[src/rtl/txcs_pkg.sv]
package txcs_pkg;
  typedef enum logic {
    ST_SCAN = 1'b0,
    ST_REQ  = 1'b1
  } txcs_state_t;

  localparam logic [2:0] CODE_DONE  = 3'b000;
  localparam logic [2:0] CODE_ABORT = 3'b111;
endpackage

[src/rtl/txcs_rr_ptr.sv]
module txcs_rr_ptr #(
  parameter int NQ = 4,
  localparam int QW = (NQ > 1) ? $clog2(NQ) : 1
) (
  input  logic          clk,
  input  logic          rst_n,
  input  logic          adv,
  output logic [QW-1:0] ptr
);
  logic [QW-1:0] ptr_q, ptr_nx, ptr_inc;

  generate
    if (NQ == (1 << QW)) begin : g_pow2
      assign ptr_inc = ptr_q + 1'b1;
    end else begin : g_wrap
      assign ptr_inc = (ptr_q == QW'(NQ - 1)) ? '0 : ptr_q + 1'b1;
    end
  endgenerate

  always_comb begin
    ptr_nx = ptr_q;
    if (adv) ptr_nx = ptr_inc;
  end

  always_ff @(posedge clk or negedge rst_n) begin
    if (!rst_n) ptr_q <= '0;
    else        ptr_q <= ptr_nx;
  end

  assign ptr = ptr_q;
endmodule

[src/rtl/txcs_attempt_ctr.sv]
module txcs_attempt_ctr #(
  parameter int FIRST_LIMIT = 256,
  parameter int LATER_LIMIT = 65536,
  localparam int MAXL = (LATER_LIMIT > FIRST_LIMIT) ? LATER_LIMIT : FIRST_LIMIT,
  localparam int CW   = (MAXL > 2) ? $clog2(MAXL) : 1
) (
  input  logic clk,
  input  logic rst_n,
  input  logic clr,
  input  logic inc,
  input  logic first,
  output logic exhausted
);
  localparam logic [CW-1:0] FIRST_LAST = CW'(FIRST_LIMIT - 1);
  localparam logic [CW-1:0] LATER_LAST = CW'(LATER_LIMIT - 1);

  logic [CW-1:0] cnt_q, cnt_nx;

  always_comb begin
    cnt_nx = cnt_q;
    if (clr)      cnt_nx = '0;
    else if (inc) cnt_nx = cnt_q + 1'b1;
  end

  always_ff @(posedge clk or negedge rst_n) begin
    if (!rst_n) cnt_q <= '0;
    else        cnt_q <= cnt_nx;
  end

  assign exhausted = first ? (cnt_q == FIRST_LAST) : (cnt_q == LATER_LAST);
endmodule

[src/rtl/txcs_seg_ctr.sv]
module txcs_seg_ctr #(
  parameter int SEG_W = 8
) (
  input  logic             clk,
  input  logic             rst_n,
  input  logic             load,
  input  logic [SEG_W-1:0] load_val,
  input  logic             dec,
  output logic             last
);
  logic [SEG_W-1:0] rem_q, rem_nx;

  always_comb begin
    rem_nx = rem_q;
    if (load)     rem_nx = load_val;
    else if (dec) rem_nx = rem_q - 1'b1;
  end

  always_ff @(posedge clk or negedge rst_n) begin
    if (!rst_n) rem_q <= '0;
    else        rem_q <= rem_nx;
  end

  assign last = (rem_q <= SEG_W'(1));
endmodule

[src/rtl/txcs_sched.sv]
module txcs_sched
  import txcs_pkg::*;
#(
  parameter int NQ          = 4,
  parameter int SEG_W       = 8,
  parameter int FIRST_LIMIT = 256,
  parameter int LATER_LIMIT = 65536,
  localparam int QW = (NQ > 1) ? $clog2(NQ) : 1
) (
  input  logic                clk,
  input  logic                rst_n,
  input  logic [NQ-1:0]       q_valid,
  input  logic [NQ*SEG_W-1:0] q_segs,
  output logic                cred_req,
  input  logic                cred_gnt,
  output logic                seg_issue,
  output logic [QW-1:0]       seg_qidx,
  output logic                seg_first,
  output logic                cmp_we,
  output logic [QW-1:0]       cmp_qidx,
  output logic [2:0]          cmp_code
);
  logic [SEG_W-1:0] segs_arr [NQ];

  genvar gi;
  generate
    for (gi = 0; gi < NQ; gi++) begin : g_unpack
      assign segs_arr[gi] = q_segs[gi*SEG_W +: SEG_W];
    end
  endgenerate

  txcs_state_t   state_q, state_nx;
  logic          first_q, first_nx;
  logic          cmp_we_q, cmp_we_nx;
  logic [QW-1:0] cmp_qidx_q;
  logic [2:0]    cmp_code_q, cmp_code_nx;

  logic [QW-1:0] ptr;
  logic start, skip, miss, give_up, grant_more, grant_last, adv;
  logic last_seg, exhausted;

  txcs_rr_ptr #(.NQ(NQ)) u_ptr (
    .clk(clk), .rst_n(rst_n), .adv(adv), .ptr(ptr)
  );

  txcs_seg_ctr #(.SEG_W(SEG_W)) u_seg (
    .clk(clk), .rst_n(rst_n), .load(start), .load_val(segs_arr[ptr]),
    .dec(grant_more), .last(last_seg)
  );

  txcs_attempt_ctr #(.FIRST_LIMIT(FIRST_LIMIT), .LATER_LIMIT(LATER_LIMIT)) u_att (
    .clk(clk), .rst_n(rst_n), .clr(start | grant_more),
    .inc(miss & ~exhausted), .first(first_q), .exhausted(exhausted)
  );

  assign cred_req  = (state_q == ST_REQ);
  assign seg_issue = cred_req & cred_gnt;
  assign seg_qidx  = ptr;
  assign seg_first = first_q;

  always_comb begin
    start      = (state_q == ST_SCAN) & q_valid[ptr];
    skip       = (state_q == ST_SCAN) & ~q_valid[ptr] & (|q_valid);
    miss       = cred_req & ~cred_gnt;
    give_up    = miss & exhausted;
    grant_last = seg_issue & last_seg;
    grant_more = seg_issue & ~last_seg;
    adv        = skip | grant_last | give_up;

    state_nx = state_q;
    if (start)                        state_nx = ST_REQ;
    else if (grant_last || give_up)   state_nx = ST_SCAN;

    first_nx = first_q;
    if (start)           first_nx = 1'b1;
    else if (grant_more) first_nx = 1'b0;

    cmp_we_nx   = grant_last | (give_up & ~first_q);
    cmp_code_nx = grant_last ? CODE_DONE : CODE_ABORT;
  end

  always_ff @(posedge clk or negedge rst_n) begin
    if (!rst_n) begin
      state_q  <= ST_SCAN;
      first_q  <= 1'b0;
      cmp_we_q <= 1'b0;
    end else begin
      state_q  <= state_nx;
      first_q  <= first_nx;
      cmp_we_q <= cmp_we_nx;
    end
  end

  always_ff @(posedge clk or negedge rst_n) begin
    if (!rst_n) begin
      cmp_qidx_q <= '0;
      cmp_code_q <= CODE_DONE;
    end else if (cmp_we_nx) begin
      cmp_qidx_q <= ptr;
      cmp_code_q <= cmp_code_nx;
    end
  end

  assign cmp_we   = cmp_we_q;
  assign cmp_qidx = cmp_qidx_q;
  assign cmp_code = cmp_code_q;
endmodule

[config.mk]
export PLATFORM = sky130hd
export DESIGN_NAME = txcs_sched
export DESIGN_NICKNAME = d
export VERILOG_FILES = /design/src/rtl/txcs_pkg.sv /design/src/rtl/txcs_rr_ptr.sv /design/src/rtl/txcs_attempt_ctr.sv /design/src/rtl/txcs_seg_ctr.sv /design/src/rtl/txcs_sched.sv
export SDC_FILE = /design/constraint.sdc
export NUM_CORES = 1
export LEC_CHECK = 0
export ABC_AREA = 1
export ABC_CLOCK_PERIOD_IN_PS = 3500
export BUFFER_PORTS_ARGS = -buffer_cell sky130_fd_sc_hd__buf_2
export CORE_MARGIN = 8
export CORE_UTILIZATION = 45
export CTS_CLUSTER_SIZE = 25
export DETAILED_ROUTE_END_ITERATION = 12
export GPL_TIMING_DRIVEN = 0
export PLACE_DENSITY = 0.68
export SLEW_MARGIN = 20
export SYNTH_ARGS = -nofsm -noshare
export SYNTH_HDL_FRONTEND = slang
export SYNTH_SLANG_ARGS = --single-unit
export TNS_END_PERCENT = 10
[constraint.sdc]
create_clock -name clk -period 3.5 [get_ports clk]
set_input_delay 0.875 -clock clk [delete_from_list [all_inputs] [get_ports clk]]
set_output_delay 0.875 -clock clk [all_outputs]
set_load 0.01 [all_outputs]
==> out/results.md, run 1 <==
| Metric | Reported |
|:---|:---|
| Layout cell share with drive strength beyond 1 | 0.204 |
| Post-DP HPWL | 4570 um |
| Number of placed instances with taps included | 460 |
| Root cell of the clock tree | sky130_fd_sc_hd__clkbuf_8 |
| Starting density of the core | 0.457 |
| Pin count of the biggest net entering global routing | 33 |
| Reg clk slew, reported paths | 0.07 ns |
| Static Leakage | 1.45 nW |
| Cell breakdown of the critical path | buf_2 > nand2_1 > inv_1 > buf_2 |
| Num Clock Sinks | 32 |
| Sequential fraction of the synthesis area | 0.350 |
| Final weighted congestion in routability-driven placement | 0.846 |
| Final min period | 2.19 ns |
| Largest voltage drop on the vdd net | 0.000404 V |
| Outcome | finished clean |
| Routed Antenna Nets | 0 |
| Combinational family with the most area after synthesis | simple AND/OR/NAND/NOR gates |
| Most repeated library cell on the critical path | sky130_fd_sc_hd__buf_2 |
| Data required time at the worst endpoint | 2.62 ns |
| Number of synthesized flops with an enable pin | 0 |
| Final Instance Count excl. Fillers | 467 |
| Proportion of total power due to net switching | 0.471 |
| Sum Neg Setup Slack | 0 ns |
| Vias | 2,320 |
| Cell Pwr Density | 666 nW/um^2 |
| Overflow left after global routing | 0 |
| Async SR Flop Fraction | 1.00 |
| Capture endpoint of the worst hold path | u_seg.rem_q[2]$_DFFE_PN0P_ |
| Antenna violations before repair | 0 |
| Sw power | 0.852 mW |
| Initial drt markers | 130 |
| Startpoint type of the worst setup path | primary input |
| Slack of the worst reg-to-reg path | 1.60 ns |
| First-pass iteration count of the detailed router | 4 |
| Total Routing Usage GR | 0.175 |
| Number of CTS-inserted buffers | 5 |
| DRC errors left | 0 |
| Setup bufs post-CTS | 0 |
| First-pass GRT wire length | 10,300 um |
| Clock tree buffer depth | 2 |
| Sum of buffers and inverters on the critical path | 3 |
| Depth of the worst register-to-register path | 11 |
| Worst hold path cell count | 2 |
| Die width | 87.3 um |
| Reg-to-reg critical path startpoint | u_seg.rem_q[0]$_DFFE_PN0P_ |
| Number of warnings issued by yosys | 0 |
| CP max stage delay | 0.16 ns |
| Max-slew violation count | 0 |
| Post-CTS sizing | 0 |
| Share of the cycle needed by the critical path after routing | 0.626 |
| Netlist cell types | 31 |
| Share of synthesized cell area in and, or, nand and nor gates | 0.411 |
| Floorplan die height | 87.3 um |
| Number of synthesized register bits | 32 |
| Proportion of power drawn by the clock network | 0.179 |
| Data arrival time at the worst-slack endpoint | 1.31 ns |
| Average detailed-routed wire length per instance | 13.1 um |
| Antenna cell count | 0 |
| Share of total power in sequential cells | 0.299 |
| Area fraction in compound gates after synthesis | 0.103 |
| Share of power burned in combinational logic | 0.521 |
| Worst setup path class | in -> out |
| Tightest Pin Transition | 0.723 ns |
| Syn Area/Cell | 6.71 um^2 |
| Vias/cell | 4.97 |
| Reported max-cap violation count | 0 |
| Buffers on Ports | 49 |
| Top Family by Delay on Critical Path | buffers and inverters |
| Setup repair after global routing missed its margin | false |
| Clock latency on the worst-skew pair | 0.29 ns |
| Final net count | 439 |
| Fraction of the mapped netlist area in adder cells | 0.0164 |
| Maximum fanout count along the critical path | 3 |
| Post-synthesis cell count | 341 |
| Int Power | 0.957 mW |
| Hold_sp | u_seg.rem_q[2]$_DFFE_PN0P_ |
| TritonCTS clock tree | built |
| Clock skew | 0.00919 ns |
| Standard cell with the maximum stage delay on the critical path | sky130_fd_sc_hd__buf_2 |
| Number of buffers inserted for hold repair after clock tree synthesis | 0 |
| Final hold viol count | 0 |
| Number of nets produced by synthesis | 383 |
| Portion of netlist area occupied by mux cells | 0 |
| Floorplan Core Area | 5010 um^2 |
| # H-tree levels | 2 |
| Relative slew slack | 0.518 |
| Critical path capture point type | output pin |
| Xor and xnor area share after synthesis | 0.0344 |
| Endpoint of the worst register-to-register path | u_att.cnt_q[6]$_DFFE_PN0P_ |
| Fill cell count | 499 |
| Count of pins on the block boundary | 50 |
| Site row count | 26 |
| Mapped cell area | 2290 um^2 |
| Vias in the first global route | 2,193 |
| Die ar. | 7620 um^2 |
| Area grow syn2layout | 18.8% |
| Most instantiated flip-flop cell in the synthesis netlist | sky130_fd_sc_hd__dfrtp_1 |
| Total setup violations reported at the end of the flow | 0 |
| Type of the tightest min-delay check | reg -> reg |
| Maximum clock rate | 457 MHz |
| DRT Wirelength | 6120 um |
-- logic make-up after synthesis --
| group | Yosys count |
|---|---|
| AND/OR/NAND/NOR | 211 |
| AO/OA/AOI/OAI | 44 |
| buffers and inverters | 42 |
| flip-flops | 32 |
| XOR/XNOR | 9 |
| adder cells (fa/ha/maj) | 3 |
-- worst max-delay path by stage --
| stage | from | endpoint | slack [ns] | depth (start not counted) |
|---|---|---|---|---|
| 6_report | cred_gnt | seg_issue | 1.31 | 4 |
| 5_1_grt | cred_gnt | seg_issue | 1.28 | 4 |
| 4_1_cts | cred_gnt | seg_issue | 1.32 | 4 |
| 3_5_place_dp | cred_gnt | seg_issue | 1.33 | 4 |
| 3_3_place_gp | cred_gnt | seg_issue | 1.31 | 4 |
| 2_1_floorplan | cred_gnt | seg_issue | 1.59 | 2 |
-- area by class of cell --
type,instances,area (um^2),area share
repair buffers,49,245,0.0902
multi-input cells,267,1290,0.475
well taps,70,87.6,0.0322
flip-flops and latches,32,801,0.295
plain buffers,13,87.6,0.0322
inverters,29,109,0.0401
clock buffers,7,96.3,0.0355
-- cells in the final DEF (no fill, tap or decap), types with 4 or more instances in the layout --
master,Yosys,layout
sky130_fd_sc_hd__nor2_1,56,56
sky130_fd_sc_hd__a21oi_1,6,6
sky130_fd_sc_hd__nand3_1,38,38
sky130_fd_sc_hd__o21ai_0,28,28
sky130_fd_sc_hd__nand2_1,92,92
sky130_fd_sc_hd__clkbuf_8,0,7
sky130_fd_sc_hd__nand4_1,4,4
sky130_fd_sc_hd__nand2_2,4,4
sky130_fd_sc_hd__xor2_1,7,7
sky130_fd_sc_hd__inv_1,26,26
sky130_fd_sc_hd__nor3_1,5,5
sky130_fd_sc_hd__buf_4,4,4
sky130_fd_sc_hd__buf_2,1,50
sky130_fd_sc_hd__o22ai_1,6,6
sky130_fd_sc_hd__dfrtp_1,32,32
sky130_fd_sc_hd__clkbuf_1,5,5
-- per-stage QoR --
stage	hold WS [ns]	area, um^2	util	setup slack (ns)	power, mW
2_1_floorplan	0.449	2290	-	1.59	1.22
3_3_place_gp	0.467	2620	0.523	1.31	1.48
3_5_place_dp	0.470	2620	0.523	1.33	1.49
4_1_cts	0.488	2720	0.542	1.32	1.82
5_1_grt	0.541	2720	0.542	1.28	1.99
6_report	0.484	2720	0.542	1.31	1.81
-- per-layer routing --
layer | share of wire | track usage | vias up
met2 | 0.48 | 0.282 | 47
met1 | 0.45 | 0.217 | 1061
met3 | 0.057 | 0.0453 | 8
met5 | 0 | 0 | -
li1 | - | - | 1204
met4 | 0.016 | 0.0641 | 0
-- power groups by stage --
stage          sequential (mW)  combinational [mW]  clock (mW)
2_1_floorplan            0.546               0.677           0
3_3_place_gp             0.546               0.934           0
3_5_place_dp             0.547               0.948           0
4_1_cts                  0.540               0.948       0.328
5_1_grt                  0.557                1.08       0.348
6_report                 0.542               0.943       0.324
-- worst min-delay path, stage by stage, from the launching register on --
cell and delay, ns:
sky130_fd_sc_hd__dfrtp_1 0.34, sky130_fd_sc_hd__nand2_1 0.05, sky130_fd_sc_hd__nand2_1 0.06
-- flip-flops by register name, indices dropped and copies added (netlist names) --
signal       flops
cred_req         1
cmp_code         1
seg_first        1
u_ptr.ptr        2
cmp_qidx         2
cmp_we           1
u_seg.rem_q      8
u_att.cnt_q     16
-- synthesized netlist by cell type (all sizes together) (3+ instances only) --
| master | instances | area (um^2) |
|---|---|---|
| ha | 3 | 37.5 |
| nand2 | 100 | 424 |
| clkbuf | 5 | 18.8 |
| xor2 | 7 | 61.3 |
| inv | 29 | 109 |
| nand3 | 39 | 200 |
| nand4 | 5 | 37.5 |
| nor3 | 5 | 25.0 |
| o22ai | 6 | 37.5 |
| dfrtp | 32 | 801 |
| buf | 8 | 68.8 |
| a21oi | 6 | 30.0 |
| nor2 | 59 | 234 |
| o21ai | 29 | 145 |
Power figures use the tool's default switching activity.
==> run 2, diff against run 1 <==
--- a/config.mk
+++ b/config.mk
@@ -5,15 +5,15 @@
 export SDC_FILE = /design/constraint.sdc
 export NUM_CORES = 1
 export LEC_CHECK = 0
-export ABC_AREA = 1
-export ABC_CLOCK_PERIOD_IN_PS = 3500
+export ABC_AREA = 0
+export ABC_CLOCK_PERIOD_IN_PS = 2300
 export BUFFER_PORTS_ARGS = -buffer_cell sky130_fd_sc_hd__buf_2
 export CORE_MARGIN = 8
 export CORE_UTILIZATION = 45
 export CTS_CLUSTER_SIZE = 25
 export DETAILED_ROUTE_END_ITERATION = 12
 export GPL_TIMING_DRIVEN = 0
-export PLACE_DENSITY = 0.68
+export PLACE_DENSITY = 0.69
 export SLEW_MARGIN = 20
 export SYNTH_ARGS = -nofsm -noshare
 export SYNTH_HDL_FRONTEND = slang
==> constraint.sdc (replaced) <==
create_clock -name clk -period 2.3 [get_ports clk]
set_input_delay 0.575 -clock clk [delete_from_list [all_inputs] [get_ports clk]]
set_output_delay 0.575 -clock clk [all_outputs]
set_load 0.01 [all_outputs]
==> out/results.md, run 2 <==
| Metric | Reported | Change |
|:---|:---|:---|
| Depth of the worst register-to-register path | 5 | -6 |
| Maximum fanout count along the critical path | 7 | +4 |
| Number of warnings issued by yosys | 0 | unchanged |
| Outcome | finished clean |  |
| Sum Neg Setup Slack | 0 ns | unchanged |
| Pin count of the biggest net entering global routing | 33 | unchanged |
| Share of the cycle needed by the critical path after routing | 0.957 |  |
| Placed instance area | 2280 um^2 | -13% |
| Number of nets produced by synthesis | 238 | -38% |
| Maximum clock rate | 454 MHz |  |
| Standard cell with the maximum stage delay on the critical path | sky130_fd_sc_hd__a2111o_1 |  |
| Buffers on Ports | 49 | unchanged |
| CP max stage delay | 0.55 ns | +0.39 ns |
| Timing startpoint of the critical path | cred_req$_DFFE_PN0P_ |  |
| Cell with the most instances after synthesis | sky130_fd_sc_hd__dfrtp_1 |  |
| Post-synthesis cell count | 196 | -43% |
| Die width | 82.2 um | -5.8% |
| Overflow left after global routing | 0 | unchanged |
| Static Leakage | 1.06 nW | -26% |
| Syn Area/Cell | 10.1 um^2 | +50% |
| Clock skew | 0.00826 ns | -0.000925 ns |
| Slack of the worst reg-to-reg path | 0.1 ns | -1.50 ns |
| Data required time at the worst endpoint | 2.50 ns | -0.12 ns |
| Floorplan die height | 82.2 um | -5.8% |
| Critical path capture point type | flop |  |
| Layout cell share with drive strength beyond 1 | 0.308 | +0.104 |
| # H-tree levels | 2 | unchanged |
| Largest registers ranked by flip-flop count | u_att.cnt_q x16, u_seg.rem_q x8 |  |
| Setup repair after global routing missed its margin | true |  |
| Initial drt markers | 82 | -37% |
| Cell breakdown of the critical path | nor2b_1 > nand4_1 > a2111o_1 > or3_1 > a21oi_1 |  |
| Starting density of the core | 0.460 | +0.00300 |
| Num Clock Sinks | 32 | unchanged |
| Count of pins on the block boundary | 50 | unchanged |
| Worst setup path class | reg -> reg |  |
| Total setup violations reported at the end of the flow | 0 | unchanged |
| First-pass iteration count of the detailed router | 5 | +1 |
| Number of CTS-inserted buffers | 5 | unchanged |
| Largest voltage drop on the vdd net | 0.000619 V | +53% |
| Data arrival time at the worst-slack endpoint | 2.40 ns | +1.09 ns |
| Final hold viol count | 0 | unchanged |
| Startpoint type of the worst setup path | flop |  |
| Largest register by flop count | u_att.cnt_q |  |
| Site row count | 24 | -7.7% |
| Most common library cell in the layout ignoring fill and taps | sky130_fd_sc_hd__buf_2 |  |
| Total Routing Usage GR | 0.153 | -0.0217 |
| Async SR Flop Fraction | 1.00 | unchanged |
| Type of the tightest min-delay check | in -> async |  |
| Vias | 1,778 | -23% |
| Root cell of the clock tree | sky130_fd_sc_hd__clkbuf_8 |  |
| Vias in the first global route | 1,713 | -22% |
| Clock tree buffer depth | 2 | unchanged |
| Final weighted congestion in routability-driven placement | 0.818 | -3.3% |
| Setup slack after placement | -0.0897 ns | -1.41 ns |
| TritonCTS clock tree | built |  |
| Vias/cell | 5.83 | +17% |
| Average detailed-routed wire length per instance | 16.6 um | +27% |
| Die ar. | 6760 um^2 | -11% |
| Final net count | 294 | -33% |
| Area grow syn2layout | 23.4% |  |
| Reg clk slew, reported paths | 0.07 ns | about the same |
| Synth top area share | 0.406 | +0.0557 |
| Antenna violations before repair | 0 | unchanged |
| Max-slew violation count | 0 | unchanged |
| Mapped cell area | 1970 um^2 | -14% |
| Post-DP HPWL | 3890 um | -15% |
| First-pass GRT wire length | 7990 um | -23% |
| Synth area leader | sky130_fd_sc_hd__dfrtp_1 |  |
| DRT Wirelength | 5060 um | -17% |
| Tightest Pin Transition | 0.711 ns | -0.0117 ns |
| Most area-consuming cells after synthesis | sky130_fd_sc_hd__dfrtp_1 41%, sky130_fd_sc_hd__mux4_2 10%, sky130_fd_sc_hd__nor2_1 3.2% |  |
| Final Worst Setup Slack | 0.0978 ns | -1.21 ns |
| Most used cells in the layout excluding fill and tap cells | 50 x sky130_fd_sc_hd__buf_2, 32 x sky130_fd_sc_hd__dfrtp_1, 17 x sky130_fd_sc_hd__nor2_1, 14 x sky130_fd_sc_hd__nand2_1 |  |
| Post-layout utilization of the core | 0.567 | +0.0249 |
| Most instantiated flip-flop cell in the synthesis netlist | sky130_fd_sc_hd__dfrtp_1 |  |
| Synth top cells by count | 32 x sky130_fd_sc_hd__dfrtp_1, 17 x sky130_fd_sc_hd__nor2_1, 14 x sky130_fd_sc_hd__nand2_1 |  |
| Number of flip-flops in the largest register | 16 | unchanged |
| Floorplan Core Area | 4290 um^2 | -14% |
| Clock latency on the worst-skew pair | 0.28 ns | about the same |
| Cell Pwr Density | 1020 nW/um^2 | +53% |
| Number of synthesized flops with an enable pin | 0 | unchanged |
| Number of synthesized register bits | 32 | unchanged |
| Fill cell count | 401 | -20% |
| Sequential fraction of the synthesis area | 0.406 | +0.0557 |
| Endpoint of the worst register-to-register path | u_att.cnt_q[13]$_DFFE_PN0P_ |  |
| Routed Antenna Nets | 0 | unchanged |
| DRC errors left | 0 | unchanged |
| Reported max-cap violation count | 0 | unchanged |
| Relative slew slack | 0.526 | +0.00782 |
| Antenna cell count | 0 | unchanged |
| Netlist cell types | 47 | +52% |
| Final min period | 2.20 ns |  |
| Reg-to-reg critical path startpoint | cred_req$_DFFE_PN0P_ |  |
| Area of all placed cells without fillers | 2440 um^2 | -10% |
| Power after layout | 2.47 mW | +37% |
-- run 2: changes by cell type after synthesis, moves of 6 or more --
cell	previous run	this run
sky130_fd_sc_hd__nand3_1	38	8
sky130_fd_sc_hd__o22ai_1	6	0
sky130_fd_sc_hd__inv_1	26	6
sky130_fd_sc_hd__nor2_1	56	17
sky130_fd_sc_hd__mux4_2	0	9
sky130_fd_sc_hd__o21ai_0	28	11
sky130_fd_sc_hd__nand2_1	92	14
sky130_fd_sc_hd__nor4_1	0	7
-- run 2: how the worst max path moves through the flow --
stage / end / slack (ns) / cells after the start
after floorplan: cmp_qidx[0]$_DFFE_PN0P_ / 0.25 / 6
after global placement: u_att.cnt_q[11]$_DFFE_PN0P_ / -0.001 / 6
after detailed placement: u_att.cnt_q[13]$_DFFE_PN0P_ / -0.09 / 6
after CTS: u_seg.rem_q[7]$_DFFE_PN0P_ / 0.04 / 6
after global routing: u_att.cnt_q[13]$_DFFE_PN0P_ / -0.05 / 5
final: u_att.cnt_q[13]$_DFFE_PN0P_ / 0.1 / 5
-- run 2: metal layers --
layer  GRT usage  part of all wire  vias up
li1            -                 -      860
met1       0.213              0.45      866
met2       0.221              0.48       43
met3      0.0379             0.051        9
met4      0.0632             0.014        0
met5           0                 0        -
-- run 2: worst max-delay path: cells and delay by family, from the launching register on --
kind            cells  cell delay, ns
compound gates      2            0.72
simple gates        3            0.97
flops               1            0.43
-- run 2: layout make-up --
| cell class | instances | area [um^2] | area share |
|---|---|---|---|
| inverters | 6 | 22.5 | 0.00924 |
| flip-flops and latches | 32 | 801 | 0.329 |
| repair buffers | 49 | 245 | 0.101 |
| multi-input cells | 149 | 1130 | 0.465 |
| clock buffers | 7 | 96.3 | 0.0395 |
| clock inverters | 1 | 30.0 | 0.0123 |
| plain buffers | 9 | 42.5 | 0.0175 |
| well taps | 52 | 65.1 | 0.0267 |
-- run 2: stage by stage --
stage / hold slack (ns) / std cells
2_1_floorplan: 0.279 / 196
3_3_place_gp: 0.466 / 297
3_5_place_dp: 0.486 / 297
4_1_cts: 0.366 / 305
5_1_grt: 0.397 / 305
6_report: 0.328 / 305
-- run 2: logic make-up after synthesis --
kind of cell | share of synthesized area
buffers and inverters | 0.0329
AND/OR/NAND/NOR | 0.213
XOR/XNOR | 0.0444
AO/OA/AOI/OAI | 0.152
flip-flops | 0.406
adder cells (fa/ha/maj) | 0.0190
multiplexers | 0.133
-- run 2: report_power, final --
group	switching [mW]	internal, mW	total, mW
combinational	0.554	0.470	1.02
clock	0.207	0.382	0.589
sequential	0.154	0.706	0.860
-- run 2: what timing repair did --
item / 4_1_cts / 5_1_grt
buffers inserted: 0 / 0
hold buffers: 0 / 0
resized for setup: 0 / 4
setup endpoints to repair: 0 / 11
==> run 3, diff against run 2 <==
--- a/config.mk
+++ b/config.mk
@@ -8,7 +8,6 @@
 export ABC_AREA = 0
 export ABC_CLOCK_PERIOD_IN_PS = 2300
 export BUFFER_PORTS_ARGS = -buffer_cell sky130_fd_sc_hd__buf_2
-export CORE_MARGIN = 8
 export CORE_UTILIZATION = 45
 export CTS_CLUSTER_SIZE = 25
 export DETAILED_ROUTE_END_ITERATION = 12
==> out/results.md, run 3 (synthesis results as in run 2) <==
| Metric | Reported | Change |
|:---|:---|:---|
| Int Power | 1.37 mW | -12% |
| Final Instance Count excl. Fillers | 300 | -1.6% |
| Static Leakage | 1.03 nW | -3.3% |
| Average detailed-routed wire length per instance | 15.0 um | -9.5% |
| Routed Antenna Nets | 0 | unchanged |
| Vias/cell | 5.76 | -1.2% |
| Critical path capture point type | flop |  |
| Pin count of the biggest net entering global routing | 33 | unchanged |
| Maximum fanout count along the critical path | 7 | unchanged |
| Number of buffers inserted for hold repair after clock tree synthesis | 0 | unchanged |
| Total setup violations reported at the end of the flow | 0 | unchanged |
| Setup repair after global routing missed its margin | true |  |
| Setup bufs post-CTS | 0 | unchanged |
| Count of pins on the block boundary | 50 | unchanged |
| Reported max-cap violation count | 0 | unchanged |
| Final weighted congestion in routability-driven placement | 0.817 | -0.20% |
| Die width | 68.2 um | -17% |
| Num Clock Sinks | 32 | unchanged |
| Number of flip-flops in the largest register | 16 | unchanged |
| Final hold viol count | 0 | unchanged |
| Clock tree buffer depth | 2 | unchanged |
| Root cell of the clock tree | sky130_fd_sc_hd__clkbuf_8 |  |
| Antenna cell count | 0 | unchanged |
| Share of total power in sequential cells | 0.380 | +0.032 |
| Antenna violations before repair | 0 | unchanged |
| Total Routing Usage GR | 0.212 | +0.0592 |
| Type of the tightest min-delay check | in -> async |  |
| Site row count | 23 | -4.2% |
| # H-tree levels | 2 | unchanged |
| Slack of the worst reg-to-reg path | 0.08 ns | about the same |
| Clock latency on the worst-skew pair | 0.28 ns | about the same |
| Worst setup path class | reg -> reg |  |
| Proportion of power drawn by the clock network | 0.169 | -0.069 |
| First-pass iteration count of the detailed router | 4 | -1 |
| Area of all placed cells without fillers | 2360 um^2 | -3.1% |
| Share of the cycle needed by the critical path after routing | 0.964 | +0.00647 |
| Largest voltage drop on the vdd net | 0.000561 V | -9.4% |
| Initial drt markers | 120 | +46% |
| Overflow left after global routing | 0 | unchanged |
| Endpoint of the worst register-to-register path | cmp_qidx[0]$_DFFE_PN0P_ |  |
| Startpoint type of the worst setup path | flop |  |
| Most used cells in the layout excluding fill and tap cells | 50 x sky130_fd_sc_hd__buf_2, 32 x sky130_fd_sc_hd__dfrtp_1, 17 x sky130_fd_sc_hd__nor2_1, 14 x sky130_fd_sc_hd__nand2_1 |  |
| Hold slack final | 0.348 ns | +0.0199 ns |
| Vias | 1,728 | -2.8% |
| Buffers on Ports | 49 | unchanged |
| Post-DP HPWL | 3470 um | -11% |
| Final net count | 294 | unchanged |
| Sw power | 0.890 mW | -2.8% |
| Die ar. | 4660 um^2 | -31% |
| Share of power burned in combinational logic | 0.451 | +0.037 |
| Relative slew slack | 0.512 | -0.0142 |
| Depth of the worst register-to-register path | 5 | unchanged |
| Most common library cell in the layout ignoring fill and taps | sky130_fd_sc_hd__buf_2 |  |
| Clock skew | 0.00458 ns | -0.00368 ns |
| Floorplan Core Area | 4120 um^2 | -4.2% |
| Maximum clock rate | 451 MHz | -0.67% |
| Layout cell share with drive strength beyond 1 | 0.296 | -0.0123 |
| First-pass GRT wire length | 7130 um | -11% |
| Area grow syn2layout | 19.6% |  |
| Starting density of the core | 0.480 | +0.0200 |
| Placed instance area | 2280 um^2 | -0.11% |
| Reg-to-reg critical path startpoint | u_att.cnt_q[9]$_DFFE_PN0P_ |  |
| Number of placed instances with taps included | 295 | -0.67% |
| DRC errors left | 0 | unchanged |
| Max-slew violation count | 0 | unchanged |
| DRT Wirelength | 4500 um | -11% |
| Power after layout | 2.26 mW | -8.6% |
| Outcome | finished clean |  |
| Cell Pwr Density | 958 nW/um^2 | -5.7% |
| Final min period | 2.22 ns | +0.0149 ns |
| Data arrival time at the worst-slack endpoint | 2.38 ns | -0.02 ns |
| Data required time at the worst endpoint | 2.47 ns | -0.03 ns |
| TritonCTS clock tree | built |  |
| Largest register by flop count | u_att.cnt_q |  |
| Floorplan die height | 68.2 um | -17% |
| Tightest Pin Transition | 0.726 ns | +0.0146 ns |
| Largest registers ranked by flip-flop count | u_att.cnt_q x16, u_seg.rem_q x8 |  |
| Proportion of total power due to net switching | 0.393 | +0.0235 |
| Number of CTS-inserted buffers | 5 | unchanged |
| Vias in the first global route | 1,483 | -13% |
| Reg clk slew, reported paths | 0.06 ns | about the same |
[run 3: metrics by stage]
step	TNS [ns]	setup WS, ns	util
after floorplan	0	0.254	-
after global placement	-0.0253	-0.0239	0.555
after detailed placement	-0.121	-0.0676	0.555
after CTS	0	0.0946	0.573
after global routing	-0.0149	-0.0149	0.574
final	0	0.0829	0.574
[run 3: worst max-delay path by stage]
| stage | startpoint | endpoint | slack (ns) | cells past startpoint |
|---|---|---|---|---|
| 2_1_floorplan | u_att.cnt_q[8]$_DFFE_PN0P_ | cmp_qidx[0]$_DFFE_PN0P_ | 0.25 | 6 |
| 3_3_place_gp | cred_gnt | u_att.cnt_q[13]$_DFFE_PN0P_ | -0.02 | 6 |
| 3_5_place_dp | cred_gnt | u_att.cnt_q[11]$_DFFE_PN0P_ | -0.07 | 6 |
| 4_1_cts | u_att.cnt_q[9]$_DFFE_PN0P_ | cmp_qidx[0]$_DFFE_PN0P_ | 0.09 | 5 |
| 5_1_grt | cred_req$_DFFE_PN0P_ | u_att.cnt_q[11]$_DFFE_PN0P_ | -0.01 | 5 |
| 6_report | u_att.cnt_q[9]$_DFFE_PN0P_ | cmp_qidx[0]$_DFFE_PN0P_ | 0.08 | 5 |
[run 3: what timing repair did]
item,4_1_cts,5_1_grt
endpoints found under the setup margin,1,9
pin swaps,0,0
resized for setup,1,1
gates cloned,0,0
[run 3: area by class of cell]
class / count / area, um^2
plain buffers: 9 / 42.5
flip-flops and latches: 32 / 801
repair buffers: 49 / 245
clock buffers: 5 / 68.8
multi-input cells: 149 / 1120
inverters: 6 / 22.5
well taps: 50 / 62.6
fillers: 379 / 1750
[run 3: per-layer routing]
layer	up-vias	global-route usage	wire, um
met2	50	0.292	1990
met4	0	0.0807	61
met3	7	0.0467	233
met5	-	0	0
li1	859	-	-
met1	812	0.319	2220
[run 3: power groups by stage]
stage	sequential, mW	clock (mW)	combinational, mW
6_report	0.859	0.382	1.02
5_1_grt	0.878	0.419	1.14
4_1_cts	0.857	0.393	1.03
3_5_place_dp	0.865	0	1.01
3_3_place_gp	0.864	0	0.997
2_1_floorplan	0.856	0	0.729
[run 3: worst max-delay path: stages (launching register included)]
cell and delay [ns]:
sky130_fd_sc_hd__dfrtp_1 0.47, sky130_fd_sc_hd__nand4_2 0.21, sky130_fd_sc_hd__or4_4 0.55, sky130_fd_sc_hd__a21o_1 0.25, sky130_fd_sc_hd__o31a_1 0.31, sky130_fd_sc_hd__mux2_4 0.31
